[config.mk]
export PLATFORM = sky130hd
export DESIGN_NAME = asram_ctrl
export DESIGN_NICKNAME = d
export VERILOG_FILES = /design/src/rtl/asram_pkg.sv /design/src/rtl/asram_timer.sv /design/src/rtl/asram_seq.sv /design/src/rtl/asram_ctrl.sv
export SDC_FILE = /design/constraint.sdc
export NUM_CORES = 1
export LEC_CHECK = 0
export BUFFER_PORTS_ARGS = -buffer_cell sky130_fd_sc_hd__buf_2
export CAP_MARGIN = 20
export CORE_AREA = 4 4 66 68
export DETAILED_ROUTE_END_ITERATION = 7
export DIE_AREA = 0 0 70 72
export PLACE_DENSITY = 0.76
export RECOVER_POWER = 25
export SETUP_SLACK_MARGIN = 0.2
export SLEW_MARGIN = 20
export SYNTH_ARGS = -nofsm -noshare
export SYNTH_HDL_FRONTEND = slang
export SYNTH_SLANG_ARGS = --single-unit
[constraint.sdc]
create_clock -name clk -period 2.19 [get_ports clk]
set_input_delay 0.438 -clock clk [delete_from_list [all_inputs] [get_ports clk]]
set_output_delay 0.438 -clock clk [all_outputs]
set_load 0.05 [all_outputs]
[src/rtl/asram_pkg.sv]
package asram_pkg;

  typedef enum logic [2:0] {
    ST_IDLE, ST_WSETUP, ST_WPULSE, ST_WHOLD, ST_WPAD, ST_RACC, ST_RTAIL
  } seq_st_e;

  function automatic int unsigned ns2cyc(input int unsigned ns, input int unsigned clk_ns);
    return (ns + clk_ns - 1) / clk_ns;
  endfunction

  function automatic int unsigned imax(input int unsigned a, input int unsigned b);
    return (a > b) ? a : b;
  endfunction

  function automatic int unsigned less1(input int unsigned a);
    return (a > 0) ? a - 1 : 0;
  endfunction

  // write-enable low cycles: pulse, data setup, select/address to end of write
  function automatic int unsigned wr_pulse(input int unsigned wp, input int unsigned dw,
                                           input int unsigned cw, input int unsigned aw,
                                           input int unsigned clk_ns);
    int unsigned r;
    r = imax(ns2cyc(wp, clk_ns), ns2cyc(dw, clk_ns));
    r = imax(r, less1(ns2cyc(cw, clk_ns)));
    r = imax(r, less1(ns2cyc(aw, clk_ns)));
    return imax(r, 1);
  endfunction

  // idle cycles appended so a write occupies at least the write cycle time
  function automatic int unsigned wr_pad(input int unsigned wc, input int unsigned wpl,
                                         input int unsigned clk_ns);
    int unsigned c;
    c = ns2cyc(wc, clk_ns);
    return (c > wpl + 2) ? c - (wpl + 2) : 0;
  endfunction

  function automatic int unsigned rd_access(input int unsigned aa, input int unsigned co,
                                            input int unsigned oe, input int unsigned clk_ns);
    return imax(imax(imax(ns2cyc(aa, clk_ns), ns2cyc(co, clk_ns)), ns2cyc(oe, clk_ns)), 1);
  endfunction

  // cycles after a read: output float time, then remaining read cycle time
  function automatic int unsigned rd_tail(input int unsigned hz, input int unsigned rc,
                                          input int unsigned acc, input int unsigned clk_ns);
    int unsigned c;
    c = ns2cyc(rc, clk_ns);
    return imax(imax(ns2cyc(hz, clk_ns), (c > acc) ? c - acc : 0), 1);
  endfunction

endpackage

[src/rtl/asram_timer.sv]
module asram_timer #(
  parameter int unsigned CNT_W = 4
) (
  input  logic             clk,
  input  logic             rst_n,
  input  logic             load,
  input  logic [CNT_W-1:0] load_val,
  output logic             zero
);
  logic [CNT_W-1:0] cnt_q;

  always_ff @(posedge clk or negedge rst_n) begin
    if (!rst_n)           cnt_q <= '0;
    else if (load)        cnt_q <= load_val;
    else if (cnt_q != '0) cnt_q <= cnt_q - 1'b1;
  end

  assign zero = (cnt_q == '0);
endmodule

[src/rtl/asram_seq.sv]
module asram_seq
  import asram_pkg::*;
#(
  parameter int unsigned WPL   = 5,
  parameter int unsigned WPAD  = 0,
  parameter int unsigned ACC   = 7,
  parameter int unsigned RT    = 3,
  parameter int unsigned CNT_W = 4
) (
  input  logic clk,
  input  logic rst_n,
  input  logic start,
  input  logic start_wr,
  output logic idle,
  output logic sel,
  output logic oe_act,
  output logic we_act,
  output logic drv,
  output logic capture
);
  localparam bit HAS_PAD = (WPAD > 0);
  localparam logic [CNT_W-1:0] LD_WPL = CNT_W'(WPL - 1);
  localparam logic [CNT_W-1:0] LD_PAD = CNT_W'(less1(WPAD));
  localparam logic [CNT_W-1:0] LD_ACC = CNT_W'(ACC - 1);
  localparam logic [CNT_W-1:0] LD_RT  = CNT_W'(RT - 1);

  seq_st_e          st_q, st_d;
  logic             t_load, t_zero;
  logic [CNT_W-1:0] t_val;

  asram_timer #(.CNT_W(CNT_W)) u_timer (
    .clk(clk), .rst_n(rst_n), .load(t_load), .load_val(t_val), .zero(t_zero)
  );

  always_comb begin
    st_d    = st_q;
    t_load  = 1'b0;
    t_val   = '0;
    capture = 1'b0;
    unique case (st_q)
      ST_IDLE: if (start) begin
        if (start_wr) st_d = ST_WSETUP;
        else begin
          st_d = ST_RACC; t_load = 1'b1; t_val = LD_ACC;
        end
      end
      ST_WSETUP: begin st_d = ST_WPULSE; t_load = 1'b1; t_val = LD_WPL; end
      ST_WPULSE: if (t_zero) st_d = ST_WHOLD;
      ST_WHOLD: begin
        if (HAS_PAD) begin st_d = ST_WPAD; t_load = 1'b1; t_val = LD_PAD; end
        else st_d = ST_IDLE;
      end
      ST_WPAD: if (t_zero) st_d = ST_IDLE;
      ST_RACC: if (t_zero) begin
        st_d = ST_RTAIL; t_load = 1'b1; t_val = LD_RT; capture = 1'b1;
      end
      ST_RTAIL: if (t_zero) st_d = ST_IDLE;
      default: st_d = ST_IDLE;
    endcase
  end

  always_ff @(posedge clk or negedge rst_n) begin
    if (!rst_n) st_q <= ST_IDLE;
    else        st_q <= st_d;
  end

  assign idle   = (st_q == ST_IDLE);
  assign drv    = (st_q == ST_WSETUP) || (st_q == ST_WPULSE) || (st_q == ST_WHOLD);
  assign we_act = (st_q == ST_WPULSE);
  assign oe_act = (st_q == ST_RACC);
  assign sel    = drv || oe_act;
endmodule

[src/rtl/asram_ctrl.sv]
module asram_ctrl
  import asram_pkg::*;
#(
  parameter int unsigned ADDR_W  = 17,
  parameter int unsigned DATA_W  = 8,
  parameter int unsigned CLK_NS  = 10,
  parameter int unsigned T_WC_NS = 70,
  parameter int unsigned T_WP_NS = 50,
  parameter int unsigned T_CW_NS = 60,
  parameter int unsigned T_AW_NS = 60,
  parameter int unsigned T_DW_NS = 25,
  parameter int unsigned T_RC_NS = 70,
  parameter int unsigned T_AA_NS = 70,
  parameter int unsigned T_CO_NS = 70,
  parameter int unsigned T_OE_NS = 35,
  parameter int unsigned T_HZ_NS = 25
) (
  input  logic              clk,
  input  logic              rst_n,
  input  logic              req_valid,
  output logic              req_ready,
  input  logic              req_write,
  input  logic [ADDR_W-1:0] req_addr,
  input  logic [DATA_W-1:0] req_wdata,
  output logic              rd_valid,
  output logic [DATA_W-1:0] rd_data,
  output logic [ADDR_W-1:0] sram_addr,
  output logic              sram_cs_n,
  output logic              sram_cs,
  output logic              sram_oe_n,
  output logic              sram_we_n,
  output logic [DATA_W-1:0] sram_dq_out,
  output logic              sram_dq_oe,
  input  logic [DATA_W-1:0] sram_dq_in
);
  localparam int unsigned WPL   = wr_pulse(T_WP_NS, T_DW_NS, T_CW_NS, T_AW_NS, CLK_NS);
  localparam int unsigned WPAD  = wr_pad(T_WC_NS, WPL, CLK_NS);
  localparam int unsigned ACC   = rd_access(T_AA_NS, T_CO_NS, T_OE_NS, CLK_NS);
  localparam int unsigned RT    = rd_tail(T_HZ_NS, T_RC_NS, ACC, CLK_NS);
  localparam int unsigned CMAX  = imax(imax(WPL, WPAD), imax(ACC, RT));
  localparam int unsigned CNT_W = imax($clog2(CMAX + 1), 1);

  logic accept, capture;
  logic idle, sel, oe_act, we_act, drv;
  logic [ADDR_W-1:0] addr_q;
  logic [DATA_W-1:0] wdata_q;

  assign accept = req_valid && idle;

  asram_seq #(
    .WPL(WPL), .WPAD(WPAD), .ACC(ACC), .RT(RT), .CNT_W(CNT_W)
  ) u_seq (
    .clk(clk), .rst_n(rst_n), .start(accept), .start_wr(req_write),
    .idle(idle), .sel(sel), .oe_act(oe_act), .we_act(we_act), .drv(drv),
    .capture(capture)
  );

  always_ff @(posedge clk or negedge rst_n) begin
    if (!rst_n) begin
      addr_q  <= '0;
      wdata_q <= '0;
    end else if (accept) begin
      addr_q  <= req_addr;
      wdata_q <= req_wdata;
    end
  end

  always_ff @(posedge clk or negedge rst_n) begin
    if (!rst_n) begin
      rd_valid <= 1'b0;
      rd_data  <= '0;
    end else begin
      rd_valid <= capture;
      if (capture) rd_data <= sram_dq_in;
    end
  end

  assign req_ready   = idle;
  assign sram_addr   = addr_q;
  assign sram_dq_out = wdata_q;
  assign sram_dq_oe  = drv;
  assign sram_cs_n   = !sel;
  assign sram_cs     = sel;
  assign sram_oe_n   = !oe_act;
  assign sram_we_n   = !we_act;
endmodule

==> flow_summary_export.csv <==
group,metric,value,unit
run_status,status,"completed",
sta,post-route-period-util,0.860,
sta,finalSetupViolCount,0,
synth,synthTopCellsByArea,"dfrtp_1, mux2_2, buf_6",
sta,max-slew-margin-rel,0.222,
grt,grt_use_met3,0.0582,
die,core-area,3860,um2
synth,yosysSeqAreaShare,0.598,
clock_tree,cts_buffers,5,
routing,final_antenna_net_count,0,
synth,ys_warn_count,0,
worst_setup_path,timing.critical_path.buf_inv,2,
clock_tree,clk_pin_slew,0.08,ns
worst_setup_path,cp_cell_sequence,"nand2b_1, o21a_1, inv_1, buf_2",
worst_setup_path,timing.rr.end,"rd_data[3]$_DFFE_PN0P_",
grt,grtUsageTotal,0.143,
grt,grt_pass1_vias,1217,
synth,synth_cells,114,
worst_setup_path,cp-start-kind,"flip-flop",
layout,n_fill_cell,344,
worst_setup_path,critPathMaxFanout,10,
worst_setup_path,ff2ff_setup_slack,0.55,ns
layout,layout_commonest_cell,"buf_2",
worst_setup_path,rr_worst_depth,3,
routing,route.detailed.drc,0,
die,fp.dieArea,5040,um2
sta,setup_tns,0,ns
clock_tree,cts_tree,"built",
clock_tree,clk_latency,0.29,ns
layout,final_nets,234,
sta,rsz0062_at_grt,"no",
routing,routed_wl,3320,um
die,chipHeight,72,um
worst_setup_path,crit_slowest_cell,"dfrtp_2",
min_path,min_path_type,"input port to asynchronous set/reset pin",
synth,syn_nets,153,
routing,drt-wirelength-per-cell,13.5,um
clock_tree,cts-root-buf,"clkbuf_8",
worst_setup_path,r2r_start,"u_seq.st_q[2]$_DFFE_PN0P_",
grt,use_met1,0.168,
worst_setup_path,arrival,1.45,ns
routing,dr.pass1.iters,4,
placement,io_buffers,76,
grt,use_met2,0.237,
synth,yosysUniqueCellTypes,26,
placement,place.gp.congestion,0.771,
worst_setup_path,worstSetupPathType,"flip-flop to primary output",
layout,drive_gt1_frac,0.628,
layout,area_delta_synth_final,30.5,%
layout,layout_common_cells,"buf_2, dfrtp_1, mux2_2",
synth,syn_area,1670,um2
grt,overflow,0,
clock_tree,hold_buffers,0,
synth,avgSynthCellArea,14.7,um2
layout,antenna_cells,0,
worst_setup_path,critPathRequiredTime,1.75,ns
routing,vias_per_cell,4.79,
run,max-cap-violations,0,
worst_setup_path,cp_top_family,"flip-flops",
synth,yosysTopAreaCell,"dfrtp_1",
grt,antenna_found_initial,0,
routing,vias,1179,
sta,max_freq,531,MHz
worst_setup_path,cpPeakStageDelay,0.50,ns
grt,grt_max_degree,24,
die,initial_utilization,0.434,
worst_setup_path,cp_num_cells,4,
routing,drtIter0Drc,41,
clock_tree,clockBufferDepth,2,
sta,tightest_slew,1.17,ns
placement,dp_hpwl,2630,um
grt,grt.busiest_layer,"met2",
worst_setup_path,endpoint_kind,"primary output",
sta,min_period,1.88,ns
clock_tree,htreeDepth,2,
clock_tree,clock-sinks,40,
die,die_w,70,um
die,ios,77,
grt,grt_pass1_wl,5620,um
sta,finalHoldViolCount,0,
sta,report.final.slew_viol_count,0,
synth,netlist.area_leader.share,0.598,
sta,skew,0.00742,ns
die,rows,23,
synth,ys_ff_latch,40,
through the flow:
stage,hold slack [ns],setup slack (ns),area (um2),cells,util
2_1_floorplan,0.142,0.220,1680,114,-
3_3_place_gp,0.431,0.517,2100,238,0.544
4_1_cts,0.115,0.212,2190,246,0.568
6_report,0.362,0.306,2180,246,0.566
5_1_grt,0.366,0.211,2180,246,0.566
3_5_place_dp,0.434,0.486,2100,238,0.544
synthesized netlist by cell type:
cell type and count:
mux2i_1 1, mux2_1 1, mux2_2 33, o21a_1 1, buf_6 4, nand3b_1 1, and2b_1 1, or3_1 3
nor4b_4 1, o21ai_0 1, o32ai_1 1, nor2b_1 1, ha_1 2, buf_2 1, nor2_2 1, clkbuf_1 1
dfrtp_1 40, nand2b_1 2, nand3_1 2, a21o_1 2, nor3_1 1, nor2_1 3, a21oi_1 3, inv_1 4
nor3b_1 1, xnor2_1 2
logic make-up after synthesis:
group,synth area share
buffers and inverters,0.0411
AOI/OAI and AO/OA,0.0307
xor gates and xnor gates,0.0105
adders and majority gates,0.0150
muxes,0.235
DFF,0.598
and+or+nand+nor,0.0696
metal layers:
layer	up-vias	routed length (um)
met5	-	0
met4	0	43
met3	6	284
met2	55	1600
met1	558	1390
li1	560	-
worst max path at each step:
stage                              startpoint                      to  slack [ns]
floorplan           u_seq.st_q[1]$_DFFE_PN0P_  rd_data[0]$_DFFE_PN0P_        0.22
global placement    u_seq.st_q[1]$_DFFE_PN0P_  rd_data[4]$_DFFE_PN0P_        0.52
detailed placement  u_seq.st_q[1]$_DFFE_PN0P_  rd_data[3]$_DFFE_PN0P_        0.49
CTS                 u_seq.st_q[1]$_DFFE_PN0P_               sram_we_n        0.21
global route        u_seq.st_q[1]$_DFFE_PN0P_                 sram_cs        0.21
finish              u_seq.st_q[1]$_DFFE_PN0P_                 sram_cs        0.31
registers in the layout, indices dropped and copies added (netlist names):
signal               count
sram_addr               17
u_seq.u_timer.cnt_q      3
u_seq.st_q               3
rd_valid                 1
rd_data                  8
sram_dq_out              8
worst reg2reg max path, delay by kind of cell (launching register included):
family / cells / cell delay (ns)
AND/OR/NAND/NOR: 2 / 0.58
flip-flops: 1 / 0.56
multiplexers: 1 / 0.39
what timing repair did:
action	4_1_cts	5_1_grt
buffers inserted	0	0
endpoints found under the hold margin	0	0
gates resized for setup	0	2
endpoints found under the setup margin	0	3
final cells by class:
type                            instances  area, um2  area share
Timing Repair Buffer                   80        402       0.184
Tap cell                               50       62.6      0.0287
Multi-Input combinational cell         64        608       0.279
Sequential cell                        40       1000       0.460
Clock buffer                            6       82.6      0.0378
Clock inverter                          2       10.0     0.00458
Inverter                                4       15.0     0.00688
Power is not shown: default switching activity piles up to over one toggle a cycle in this logic, so the estimate is an artifact.
